<file path="config.mk">
export PLATFORM = sky130hd
export DESIGN_NAME = crit_refill
export DESIGN_NICKNAME = d
export VERILOG_FILES = /design/src/rtl/crit_refill_pkg.sv /design/src/rtl/refill_seq.sv /design/src/rtl/line_store.sv /design/src/rtl/crit_refill.sv
export SDC_FILE = /design/constraint.sdc
export NUM_CORES = 1
export LEC_CHECK = 0
export ABC_CLOCK_PERIOD_IN_PS = 5460
export BUFFER_PORTS_ARGS = -buffer_cell sky130_fd_sc_hd__buf_2
export CORE_MARGIN = 4
export CORE_UTILIZATION = 40
export CTS_CLUSTER_SIZE = 14
export DETAILED_ROUTE_END_ITERATION = 10
export SYNTH_ARGS = -nofsm -noshare
export SYNTH_HDL_FRONTEND = slang
export SYNTH_SLANG_ARGS = --single-unit
</file>
<file path="constraint.sdc">
create_clock -name clk -period 5.46 [get_ports clk]
set_clock_uncertainty 0.05 [all_clocks]
set_input_delay 0.819 -clock clk [delete_from_list [all_inputs] [get_ports clk]]
set_output_delay 0.819 -clock clk [all_outputs]
set_load 0.02 [all_outputs]
</file>
<file path="src/rtl/crit_refill_pkg.sv">
package crit_refill_pkg;

  // Offset of the k-th word of a fill that begins at 'start'; words is a power of two.
  function automatic int unsigned slot_at(int unsigned start, int unsigned k,
                                          int unsigned words);
    return (start + k) & (words - 1);
  endfunction

  // True when beat index k is the final beat of a line of 'words' words.
  function automatic bit last_k(int unsigned k, int unsigned words);
    return k == words - 1;
  endfunction

endpackage

</file>
<file path="src/rtl/refill_seq.sv">
module refill_seq
  import crit_refill_pkg::*;
#(
  parameter int LINE_WORDS = 4,
  localparam int OFF_W = $clog2(LINE_WORDS)
) (
  input  logic                  clk,
  input  logic                  rst_n,
  input  logic                  start,
  input  logic [OFF_W-1:0]      start_off,
  input  logic                  word_in,
  output logic                  active,
  output logic                  beat,
  output logic [OFF_W-1:0]      slot,
  output logic                  first_beat,
  output logic                  last_beat,
  output logic [LINE_WORDS-1:0] filled
);

  logic [OFF_W-1:0] base_q, cnt_q;

  assign beat       = word_in && active;
  assign slot       = OFF_W'(slot_at(32'(base_q), 32'(cnt_q), LINE_WORDS));
  assign first_beat = beat && (cnt_q == '0);
  assign last_beat  = beat && last_k(32'(cnt_q), LINE_WORDS);

  always_ff @(posedge clk) begin
    if (!rst_n) begin
      active <= 1'b0;
      base_q <= '0;
      cnt_q  <= '0;
    end else if (start) begin
      active <= 1'b1;
      base_q <= start_off;
      cnt_q  <= '0;
    end else if (beat) begin
      cnt_q <= cnt_q + 1'b1;
      if (last_beat) active <= 1'b0;
    end
  end

  for (genvar w = 0; w < LINE_WORDS; w++) begin : g_fill_bit
    always_ff @(posedge clk) begin
      if (!rst_n || start) filled[w] <= 1'b0;
      else if (beat && slot == OFF_W'(w)) filled[w] <= 1'b1;
    end
  end

  // memory only returns words while a fill is open
  p_beat_in_fill_r4: assert property (@(posedge clk) disable iff (!rst_n)
    word_in |-> active);

  // when a fill closes every word of the line has been marked written
  p_all_filled_r7: assert property (@(posedge clk) disable iff (!rst_n)
    $fell(active) |-> (&filled));

endmodule

</file>
<file path="src/rtl/line_store.sv">
module line_store #(
  parameter int SETS       = 8,
  parameter int LINE_WORDS = 4,
  parameter int DATA_W     = 32,
  parameter int TAG_W      = 5,
  localparam int IDX_W = $clog2(SETS),
  localparam int OFF_W = $clog2(LINE_WORDS)
) (
  input  logic              clk,
  input  logic              rst_n,
  input  logic [IDX_W-1:0]  rd_idx,
  input  logic [OFF_W-1:0]  rd_off,
  output logic [DATA_W-1:0] rd_data,
  output logic [TAG_W-1:0]  rd_tag,
  output logic              rd_valid,
  input  logic              wr_en,
  input  logic [IDX_W-1:0]  wr_idx,
  input  logic [OFF_W-1:0]  wr_off,
  input  logic [DATA_W-1:0] wr_data,
  input  logic              clr_en,
  input  logic [IDX_W-1:0]  clr_idx,
  input  logic              set_en,
  input  logic [IDX_W-1:0]  set_idx,
  input  logic [TAG_W-1:0]  set_tag
);

  logic [DATA_W-1:0] words_q [SETS*LINE_WORDS];
  logic [TAG_W-1:0]  tag_q   [SETS];
  logic [SETS-1:0]   valid_q;

  assign rd_data  = words_q[{rd_idx, rd_off}];
  assign rd_tag   = tag_q[rd_idx];
  assign rd_valid = valid_q[rd_idx];

  always_ff @(posedge clk) begin
    if (wr_en) words_q[{wr_idx, wr_off}] <= wr_data;
    if (set_en) tag_q[set_idx] <= set_tag;
  end

  for (genvar s = 0; s < SETS; s++) begin : g_valid
    always_ff @(posedge clk) begin
      if (!rst_n) valid_q[s] <= 1'b0;
      else if (clr_en && clr_idx == IDX_W'(s)) valid_q[s] <= 1'b0;
      else if (set_en && set_idx == IDX_W'(s)) valid_q[s] <= 1'b1;
    end
  end

endmodule

</file>
<file path="src/rtl/crit_refill.sv">
module crit_refill
  import crit_refill_pkg::*;
#(
  parameter int ADDR_W     = 10,
  parameter int DATA_W     = 32,
  parameter int LINE_WORDS = 4,
  parameter int SETS       = 8,
  localparam int OFF_W  = $clog2(LINE_WORDS),
  localparam int IDX_W  = $clog2(SETS),
  localparam int TAG_W  = ADDR_W - OFF_W - IDX_W,
  localparam int LINE_W = ADDR_W - OFF_W
) (
  input  logic              clk,
  input  logic              rst_n,
  input  logic              wrap_mode,
  input  logic              cpu_req,
  input  logic [ADDR_W-1:0] cpu_addr,
  output logic              cpu_ack,
  output logic [DATA_W-1:0] cpu_rdata,
  output logic              mem_req,
  output logic [LINE_W-1:0] mem_line,
  output logic [OFF_W-1:0]  mem_off,
  input  logic              mem_valid,
  input  logic [DATA_W-1:0] mem_rdata
);

  // address split
  logic [OFF_W-1:0] req_off;
  logic [IDX_W-1:0] req_idx;
  logic [TAG_W-1:0] req_tag;
  assign req_off = cpu_addr[OFF_W-1:0];
  assign req_idx = cpu_addr[OFF_W +: IDX_W];
  assign req_tag = cpu_addr[ADDR_W-1 -: TAG_W];

  // fill context
  logic             waiting;
  logic             fill_wrap;
  logic [IDX_W-1:0] fill_idx;
  logic [TAG_W-1:0] fill_tag;

  // named internal events
  logic                  fill_active, beat, first_beat, last_beat;
  logic [OFF_W-1:0]      slot, start_off;
  logic [LINE_WORDS-1:0] filled;
  logic [DATA_W-1:0]     rd_data, fwd_data;
  logic [TAG_W-1:0]      rd_tag;
  logic                  rd_valid;
  logic                  cpu_live, line_hit, fill_line, early_hit;
  logic                  array_busy, hit_fire, miss_fire, fwd_fire;

  assign cpu_live   = cpu_req && !cpu_ack && !waiting;
  assign line_hit   = rd_valid && (rd_tag == req_tag);
  assign fill_line  = fill_active && (req_idx == fill_idx) && (req_tag == fill_tag);
  assign early_hit  = fill_line && filled[req_off];
  assign array_busy = mem_valid;
  assign hit_fire   = cpu_live && !array_busy && (line_hit || early_hit);
  assign miss_fire  = cpu_live && !line_hit && !fill_line && !fill_active;
  assign start_off  = wrap_mode ? req_off : '0;
  assign fwd_fire   = waiting && (fill_wrap ? first_beat : last_beat);
  // the owner keeps its address on the bus, so the array read port points at its word
  assign fwd_data   = (slot == req_off) ? mem_rdata : rd_data;

  refill_seq #(.LINE_WORDS(LINE_WORDS)) u_seq (
    .clk        (clk),
    .rst_n      (rst_n),
    .start      (miss_fire),
    .start_off  (start_off),
    .word_in    (mem_valid),
    .active     (fill_active),
    .beat       (beat),
    .slot       (slot),
    .first_beat (first_beat),
    .last_beat  (last_beat),
    .filled     (filled)
  );

  line_store #(
    .SETS(SETS), .LINE_WORDS(LINE_WORDS), .DATA_W(DATA_W), .TAG_W(TAG_W)
  ) u_store (
    .clk      (clk),
    .rst_n    (rst_n),
    .rd_idx   (req_idx),
    .rd_off   (req_off),
    .rd_data  (rd_data),
    .rd_tag   (rd_tag),
    .rd_valid (rd_valid),
    .wr_en    (beat),
    .wr_idx   (fill_idx),
    .wr_off   (slot),
    .wr_data  (mem_rdata),
    .clr_en   (miss_fire),
    .clr_idx  (req_idx),
    .set_en   (last_beat),
    .set_idx  (fill_idx),
    .set_tag  (fill_tag)
  );

  always_ff @(posedge clk) begin
    if (!rst_n) begin
      mem_req   <= 1'b0;
      mem_line  <= '0;
      mem_off   <= '0;
      waiting   <= 1'b0;
      fill_wrap <= 1'b0;
      fill_idx  <= '0;
      fill_tag  <= '0;
      cpu_ack   <= 1'b0;
      cpu_rdata <= '0;
    end else begin
      mem_req <= miss_fire;
      cpu_ack <= hit_fire || fwd_fire;
      if (miss_fire) begin
        mem_line  <= {req_tag, req_idx};
        mem_off   <= start_off;
        fill_wrap <= wrap_mode;
        fill_idx  <= req_idx;
        fill_tag  <= req_tag;
        waiting   <= 1'b1;
      end else if (fwd_fire) begin
        waiting <= 1'b0;
      end
      if (fwd_fire)      cpu_rdata <= fwd_data;
      else if (hit_fire) cpu_rdata <= rd_data;
    end
  end

  // a fetch request lasts one cycle
  p_req_pulse_r3: assert property (@(posedge clk) disable iff (!rst_n)
    mem_req |=> !mem_req);

  // a new fetch is only issued once the previous fill has closed
  p_no_overlap_r8: assert property (@(posedge clk) disable iff (!rst_n)
    mem_req |-> !$past(fill_active));

  // an acknowledge not caused by forwarding never follows a refill-write edge
  p_refill_wins_r6: assert property (@(posedge clk) disable iff (!rst_n)
    (cpu_ack && !$past(fwd_fire)) |-> !$past(mem_valid));

  // the stalled miss owner is never acknowledged while it waits
  p_owner_quiet_r7: assert property (@(posedge clk) disable iff (!rst_n)
    waiting |-> !cpu_ack);

endmodule

</file>
After elaboration in Yosys (flattened, before gate mapping)
Memory sizes are Yosys's and may differ from the RTL's.
Index checks and enable logic that the tools add are counted.
- add/subtract/negate cells: 2
- $mul: 0
- divide/modulo/power cells: 0
- order comparisons: 2
- equal/unequal tests: 22
- shift-type cells: 0
- muxes and demuxes: 18
- bitwise operators: 1
- reduce and logical (&&, ||, !) cells: 63
- operators by type and width (operator ; number):
    32-bit two-way mux ; 3
    1-bit logical AND ; 35
    3-bit == test (second input constant) ; 8
    2-bit OR reduction ; 9
    3-bit by 2-bit == test with 1-bit output (second input constant) ; 4
    1-bit two-way mux ; 12
    5-bit == test ; 2
    2-bit nonzero test ; 4
    1-bit logical NOT ; 7
    2-bit == test (second input constant) ; 3
    3-bit by 1-bit == test with 1-bit output (second input constant) ; 2
    3-bit logical NOT ; 2
    2-bit logical NOT ; 2
    3-bit by 4-bit < comparator with 1-bit output (second input constant) ; 1
    1-bit binary-select mux with 3-bit select ; 1
    3-bit == test ; 1
    1-bit logical OR ; 3
    2-bit by 3-bit < comparator with 1-bit output (second input constant) ; 1
    2-bit by 1-bit adder with 2-bit output (second input constant) ; 1
    2-bit adder ; 1
    1-bit binary-select mux with 2-bit select ; 1
    2-bit by 1-bit == test with 1-bit output (second input constant) ; 1
    2-bit == test ; 1
    2-bit two-way mux ; 1
    2 further kinds ; 2
- register bits after elaboration: 69
- bits in latches: 0
- memory bits (writable): 1064
- bits in read-only memories: 0
- bits of input ports: 47
- output and inout bits: 44
- logic and storage cells: 133
- memories kept: 2
- memories (memory ; depth ; width ; rd ports ; clocked after Yosys merged registers in ; write ports ; line ; text):
    u_store.words_q ; 32 ; 32 ; 1 ; 0 ; 1 ; line_store.sv:27 ; logic [DATA_W-1:0] words_q [SETS*LINE_WORDS];
    u_store.tag_q ; 8 ; 5 ; 1 ; 0 ; 1 ; line_store.sv:28 ; logic [TAG_W-1:0] tag_q [SETS];

Longest topological paths before layout
Gate-level depths: netlist of run 1.
- word-level depth: 9
- mapped depth: 11
- mapped depth without buffers: 8

Cells and area by module
Synthesis of run 1 repeated with hierarchy kept, for this count alone.
- cells, all modules: 2595
- area, all modules: 44597.8 um^2
- modules (own cells, without submodules) (module ; times used ; cells an instance ; area each (um^2) ; seq. area each (um^2)):
    line_store ; 1 ; 2326 ; 41832.6 ; 32110.8
    crit_refill ; 1 ; 224 ; 2313.5 ; 920.9
    refill_seq ; 1 ; 45 ; 451.7 ; 180.2

Worst setup path after synthesis of run 1
Ideal clock, no wire load.
- path type: flip-flop to flip-flop
- start point: register u_seq.base_q[0]
- end point: memory u_store.words_q[31][0], enable pin
- setup time: 0.421 ns
- arrival time: 3.012 ns
- data required time: 4.989 ns
- setup slack: 1.976 ns
- stages on the path, launching flop included: 7
- path buffers: 1
- period minus slack after synthesis: 3.484 ns
- cells stage by stage: dfxtp_1 -> ha_1 -> xor2_1 -> xnor2_1 -> or3b_2 -> clkbuf_1 -> nor2_1
- cells in the longest elaborated chain, start to end: 1
- RTL lines (item ; line ; text):
    start: declaration ; refill_seq.sv:20 ; logic [OFF_W-1:0] base_q, cnt_q;
    start signal: assignment ; refill_seq.sv:34 ; base_q <= start_off;
    2-bit adder ; crit_refill_pkg.sv:6 ; return (start + k) & (words - 1);
    end: declaration ; line_store.sv:27 ;
No other way between the ends.

Worst setup path after layout of run 1
- start point: register u_seq.cnt_q[0]
- end point: memory u_store.words_q[4][17], enable pin
- cells in the longest elaborated chain, start to end: 1
- RTL lines (item ; line ; text):
    start: declaration ; refill_seq.sv:20 ;
    start signal: assignment ; refill_seq.sv:37 ; cnt_q <= cnt_q + 1'b1;
    2-bit adder ; crit_refill_pkg.sv:6 ;
No other way between the ends.

==> flow_metrics.py, run 1 <==
metrics = {
    "status": {
        "status": "complete, no violations",
    },
    "worst_setup_path": {
        "criticalPathCategory": "flop to flop",
        "cp.required_ps": 5770,
        "slowest_stage": "nor2_4",
        "start_kind": "flop",
        "cp_slowest_stage_delay_ps": 980,
        "critPathMaxFanout": 19,
        "cp-end-kind": "flop",
        "worstPathArrival_ps": 3960,
        "cp_top_family": "simple AND/OR/NAND/NOR gates",
        "path_buf_inv": 1,
        "path_cells": "ha_1 > xor2_1 > xnor2_1 > nand2_1 > nor2_4 > buf_4",
    },
    "pwr": {
        "power_density_mw_per_mm2": 361,
        "vdd_drop_max_mv": 0.253,
        "power_mw": 18.0,
        "leakage_nw": 16.3,
    },
    "synth": {
        "synth_edf_count": 1064,
        "postSynthCellCount": 2154,
        "synthArstFlopShare": 0,
        "ys_seq_area_frac": 0.761,
        "syn_area_per_cell_sq_um": 20.2,
        "ys_seq_elements": 1125,
        "muxShareOfSynthArea": 0.154,
        "synth_cell_types": 55,
        "yosysWarningCount": 0,
        "yosys.area_share.adder": 0.000862,
        "synthTopCellsByArea": "edfxtp_1, mux4_2, mux2i_1",
        "synth-compound-area-share": 0.0393,
        "synth_nets": 2204,
        "synth-simple-area-share": 0.0253,
        "synth_area_leader_cell": "edfxtp_1",
        "synthXorXnorAreaFrac": 0.00322,
        "netlist.area_leader.share": 0.733,
        "synth_area_sq_mm": 0.0436,
        "synth_top_family_by_area": "multiplexers",
        "ys.flop_type": "edfxtp_1",
    },
    "floorplan": {
        "die_w_um": 338,
        "initial_core_util": 0.405,
        "io_pins": 91,
        "num_rows": 120,
        "die_h_um": 338,
        "die-area_sq_mm": 0.114,
        "core_sq_mm": 0.108,
    },
    "detailed_routing": {
        "viasPerCell": 5.84,
        "initialDrtViolationCount": 2386,
        "drc": 0,
        "wl_mm": 114,
        "via_count": 22300,
        "first_pass_iters": 6,
        "wire_per_inst_um": 29.8,
        "ant_nets": 0,
    },
    "finish": {
        "final_layout_size_suffix_gt1_frac": 0.257,
        "fin_area_sq_mm": 0.0497,
        "multi_input_area_sq_mm": 0.00996,
        "stdcell_count": 3813,
        "area_delta_synth_final_pct": 14.2,
        "num-nets-final": 2357,
        "fill_cells": 8861,
        "utilization": 0.462,
        "register_area_sq_mm": 0.0332,
    },
    "clock_network": {
        "root_buffer": "clkbuf_16",
        "clk_path_buf_depth": 3,
        "postCtsSetupBuffers": 0,
        "cts_inserted_buffers": 115,
        "clock_sinks": 1125,
        "cts_tree": "built",
        "cts_max_level": 3,
        "clk_pin_slew_worst_paths_ps": 60,
        "clkLatencyLatePin_ps": 700,
        "post_cts_resized": 0,
        "holdBufCountCts": 0,
    },
    "sta": {
        "final.setup.tns_ps": 0,
        "tightest_slew_ps": 1370,
        "maxSlewViolCount": 0,
        "fmax_ghz": 0.274,
        "fin_crit_ps": 3650,
        "rsz0062_at_grt": "false",
        "hold_viol": 0,
        "whs_ps": 341,
        "fin_crit_sh": 0.668,
        "relSlewSlack": 0.0878,
        "setup_viol": 0,
        "fin_ws_ps": 1810,
    },
    "placed_design": {
        "place_ws_ps": 1320,
        "hpwl_mm": 65.1,
        "numPortBuffers": 90,
        "place_area_sq_mm": 0.0461,
        "place.gp.congestion": 0.786,
        "dp.cells": 3593,
    },
    "global_route": {
        "grt_antenna_before_repair": 5,
        "track_usage": 0.199,
        "grt_pass1_wl_mm": 163,
        "globalRouteOverflowTotal": 0,
        "grt_pass1_vias": 22700,
        "grt_max_degree": 88,
    },
    "min_path": {
        "hp-class": "input port to flop",
    },
    "flow_run": {
        "maxCapViolations": 0,
    },
}
==> path summary, 6_finish.rpt <==
kind,end,slack [ps],start,cells past startpoint
setup / recovery,u_store.words_q[4][17],1810,u_seq.cnt_q[0],6
hold / removal,fill_wrap,340,wrap_mode,3
setup reg to reg,u_store.words_q[4][17],1810,u_seq.cnt_q[0],6
hold reg to reg,cpu_rdata[22],410,cpu_rdata[22],2
==> cell usage in the layout (no fill, tap or decap), drive strengths merged, types with 9 or more instances in the layout <==
cell type  synthesis  routed
a2111oi            9       9
a211oi            29      29
a21oi             33      33
a22o              19      19
a22oi             21      21
and2              10      10
buf               75     169
clkbuf            58     153
clkinv             0      51
dfxtp             61      61
edfxtp          1064    1064
inv                5      10
mux2i            171     171
mux4             218     218
nand2            114     114
nand3              9       9
nor2              62      62
o211ai            18      18
o21ai             18      18
o221ai            24      24
o22ai             33      33
or3                9       9
xor2               9       9
==> worst register-to-register path, cell delays in order (launching register included) <==
cell and delay, ps:
dfxtp_1 350, ha_1 200, xor2_1 150, xnor2_1 460, nand2_1 610, nor2_4 990, buf_4 500
==> synth_stat cells (2+ instances only) <==
library cell  instances
o21ai_0              18
buf_4                14
buf_6                 6
a2111oi_0             9
nor2_1               61
a22o_1               19
nand3b_1              6
o31ai_1               6
edfxtp_1           1064
buf_1                10
nand4_1               4
a21oi_1              32
ha_1                  3
nor4_1                2
a221o_1               2
or3b_2                5
nand3_1               9
a221oi_1              5
nand2_1             114
clkbuf_1             58
a211o_1               2
dfxtp_1              61
o22ai_1              33
or3_1                 9
and2_1               10
xnor2_1               7
o221ai_1             24
a22oi_1              21
mux2_2                7
mux2i_1             171
nor2b_1               5
inv_1                 4
xor2_1                9
nand2b_1              7
o211ai_1             18
and3_1                7
o221a_2               7
a211oi_1             29
buf_2                43
mux4_2              218
==> flip-flops by register name, summed over array words and instances, names as in the netlist, 2 cells and up <==
name / cells
u_store.valid_q: 8
u_seq.base_q: 2
mem_line: 8
u_seq.filled: 4
u_store.words_q: 1024
u_store.tag_q: 40
u_seq.cnt_q: 2
cpu_rdata: 32
==> layer usage <==
metal / up-vias / track usage / share of wire
met5: - / 0 / 0.00030
met4: 6 / 0.0459 / 0.020
met3: 148 / 0.0350 / 0.079
met2: 954 / 0.320 / 0.48
met1: 11900 / 0.287 / 0.42
li1: 9240 / - / -
==> kinds of logic (layout without fill, tap and decap cells) <==
logic type / after synthesis / in the layout
AND/OR/NAND/NOR: 243 / 243
other: 0 / 1
AO/OA/AOI/OAI: 233 / 233
flip-flops: 1125 / 1125
adder cells (fa/ha/maj): 3 / 3
XOR/XNOR: 16 / 16
multiplexers: 396 / 396
buffers and inverters: 138 / 393
==> area by class of cell <==
type                            instances  area share
Clock buffer                          153      0.0629
Timing Repair Buffer                  169      0.0230
Multi-Input combinational cell        891       0.200
Sequential cell                      1125       0.667
Antenna cell                            1   0.0000503
Tap cell                             1403      0.0353
Clock inverter                         66      0.0112
Inverter                                5    0.000377
==> power breakdown <==
group	switching (mW)	internal, mW	leakage (nW)
sequential	0.0265	9.47	10.1
clock	3.30	4.32	1.81
combinational	0.536	0.303	4.40
Power figures use the tool's default switching activity.
==> run 2, diff against run 1 <==
- ABC_AREA: unset -> 1
- ABC_CLOCK_PERIOD_IN_PS: 5460 -> 3390
- clock period: 5.46 -> 3.39 ns (I/O delays scaled with it)
==> flow_metrics.py, run 2 <==
metrics = {
    "sta": {
        "final.setup.tns_ps": 0,
        "rsz0062_at_grt": "false",
        "tightest_slew_ps": 748,
        "maxSlewViolCount": 0,
        "setup_viol": 0,
        "relSlewSlack": 0.500,
        "fin_ws_ps": 592,
        "fin_crit_ps": 2800,
        "hold_viol": 0,
        "whs_ps": 127,
        "fmax_ghz": 0.357,
        "fin_crit_sh": 0.825,
    },
    "global_route": {
        "grt_use_met1": 0.303,
        "globalRouteOverflowTotal": 0,
        "grt_pass1_vias": 27400,
        "track_usage": 0.216,
        "busiest_layer": "met2",
        "grt_max_degree": 94,
        "grt_antenna_before_repair": 7,
        "gr-usage-met2": 0.338,
        "grtUsageMet3": 0.0393,
        "grt_pass1_wl_mm": 187,
    },
    "pwr": {
        "power_density_mw_per_mm2": 562,
        "leakage_nw": 17.2,
        "vdd_drop_max_mv": 0.409,
    },
    "placed_design": {
        "numPortBuffers": 90,
        "place.gp.congestion": 0.831,
        "hpwl_mm": 69.6,
        "place_ws_ps": 561,
    },
    "synth": {
        "yosysWarningCount": 0,
        "synthArstFlopShare": 0,
        "ys_seq_area_frac": 0.742,
        "synth_nets": 3765,
        "ys_seq_elements": 1125,
        "synth_cell_types": 27,
        "netlist.area_leader.share": 0.715,
        "postSynthCellCount": 3715,
        "synthTopCellsByArea": "edfxtp_1, o21ai_0, nor2_1",
        "synth_edf_count": 1064,
        "yosysMostFrequentCell": "edfxtp_1",
        "synth_common_cells": "edfxtp_1, nor2_1, o21ai_0, nand2_1, o22ai_1",
        "synth_area_sq_mm": 0.0447,
        "synth_area_leader_cell": "edfxtp_1",
        "syn_area_per_cell_sq_um": 12.0,
        "ys.flop_type": "edfxtp_1",
    },
    "finish": {
        "multi_input_area_sq_mm": 0.0104,
        "final_common_cell": "edfxtp_1",
        "largestRegisters": "u_store.words_q: 1024 flops, u_store.tag_q: 40 flops, cpu_rdata: 32 flops",
        "num-nets-final": 3855,
        "utilization": 0.462,
        "layout_common_cells": "edfxtp_1, nor2_1, o21ai_0",
        "fill_cells": 10000,
        "top_register": "u_store.words_q",
        "final_layout_size_suffix_gt1_frac": 0.104,
        "largest_register_ff_count": 1024,
        "register_area_sq_mm": 0.0332,
        "area_delta_synth_final_pct": 14.7,
    },
    "min_path": {
        "worstHoldEndpoint": "mem_line[4]",
        "min_path_cells": 3,
        "hp-class": "input port to flop",
        "min_from": "cpu_addr[6]",
    },
    "detailed_routing": {
        "ant_nets": 0,
        "initialDrtViolationCount": 3150,
        "viasPerCell": 5.50,
        "via_count": 29600,
        "drc": 0,
        "wire_per_inst_um": 24.1,
        "wl_mm": 130,
        "first_pass_iters": 6,
    },
    "worst_setup_path": {
        "cp.required_ps": 3720,
        "path_common_cell": "nand2_1",
        "slowest_stage": "nor2_4",
        "cp_slowest_stage_delay_ps": 780,
        "r2r_start": "u_seq.base_q[1]",
        "start_kind": "flop",
        "path_cells": "xor2_1 > nand2_1 > nand2_1 > nand3_1 > nor2_4 > buf_4",
        "cp_top_family": "simple AND/OR/NAND/NOR gates",
        "worstPathArrival_ps": 3130,
        "cp-end-kind": "flop",
        "reg2reg_to": "u_store.words_q[8][13]",
        "criticalPathCategory": "flop to flop",
        "critPathMaxFanout": 11,
        "path_buf_inv": 1,
        "r2r_cells": 6,
        "reg2reg_slack_ps": 590,
    },
    "clock_network": {
        "cts_inserted_buffers": 110,
        "clkLatencyLatePin_ps": 690,
        "clk_path_buf_depth": 3,
        "postCtsSetupBuffers": 0,
        "clock_sinks": 1125,
        "cts_max_level": 3,
        "root_buffer": "clkbuf_16",
        "clk_pin_slew_worst_paths_ps": 60,
        "cts_tree": "built",
    },
    "floorplan": {
        "core_sq_mm": 0.111,
        "io_pins": 91,
        "die-area_sq_mm": 0.117,
        "num_rows": 122,
        "initial_core_util": 0.403,
        "die_w_um": 342,
        "die_h_um": 342,
    },
    "flow_run": {
        "maxCapViolations": 0,
    },
    "status": {
        "status": "complete, no violations",
    },
}
## run 2: cell types whose count changed in the layout (fill, tap and decap cells not counted), sizes merged, moves of 151 or more
cell,change
mux4,-218
mux2i,-171
o22ai,+151
nand2,+384
o21ai,+567
nor2,+661
## run 2: layout make-up
cell class | instances | share of cell area
clock buffers | 150 | 0.0587
diodes | 3 | 0.000146
well taps | 1488 | 0.0363
repair buffers | 216 | 0.0384
flip-flops and latches | 1125 | 0.647
clock inverters | 52 | 0.00911
inverters | 90 | 0.00693
multi-input cells | 2262 | 0.203
## run 2: worst max-delay path by stage
stage,start,endpoint,cells past startpoint
6_report,u_seq.base_q[1],u_store.words_q[8][13],6
5_1_grt,u_seq.base_q[1],u_store.words_q[8][13],6
4_1_cts,u_seq.base_q[1],u_store.words_q[8][13],6
3_5_place_dp,cpu_addr[2],mem_line[4],16
3_3_place_gp,cpu_addr[2],mem_line[4],16
2_1_floorplan,u_seq.base_q[0],u_store.words_q[11][0],7
## run 2: power breakdown
group / internal (mW) / total, mW / switching [mW]
clock network: 6.67 / 11.9 / 5.22
logic: 0.446 / 1.65 / 1.20
registers: 15.3 / 15.3 / 0.0339
total: 22.4 / 28.8 / 6.46
## run 2: metrics by stage
| step | area [sq um] | power [mW] | std cells |
|---|---|---|---|
| 5_1_grt | 51200 | 29.7 | 5384 |
| 2_1_floorplan | 44700 | 16.5 | 3715 |
| 3_5_place_dp | 47800 | 17.2 | 5180 |
| 4_1_cts | 51200 | 29.0 | 5383 |
| 3_3_place_gp | 47800 | 17.2 | 5180 |
| 6_report | 51200 | 28.8 | 5386 |
## run 2: metal layers
layer / vias up / part of all wire / wire, um
li1: 13500 / - / -
met1: 14700 / 0.42 / 55000
met2: 1183 / 0.46 / 59400
met3: 237 / 0.076 / 9880
met4: 2 / 0.041 / 5310
met5: - / 0.00010 / 13
## run 2: logic make-up after synthesis
group / Yosys count / synth area share
DFF: 1125 / 0.742
xor gates and xnor gates: 4 / 0.000784
and+or+nand+nor: 1358 / 0.119
AOI/OAI and AO/OA: 897 / 0.106
adders and majority gates: 3 / 0.000840
buffers and inverters: 328 / 0.0305
## run 2: timing repair
item                       in CTS  in global routing
setup endpoints to repair       0                  0
gates resized for setup         0                  0
hold endpoints to repair        1                  0
hold buffers                    1                  0
## run 2: worst register-to-register path, stage by stage, from the launching register on
cell,delay [ps]
dfxtp_1,430
xor2_1,180
nand2_1,90
nand2_1,170
nand3_1,490
nor2_4,780
buf_4,310
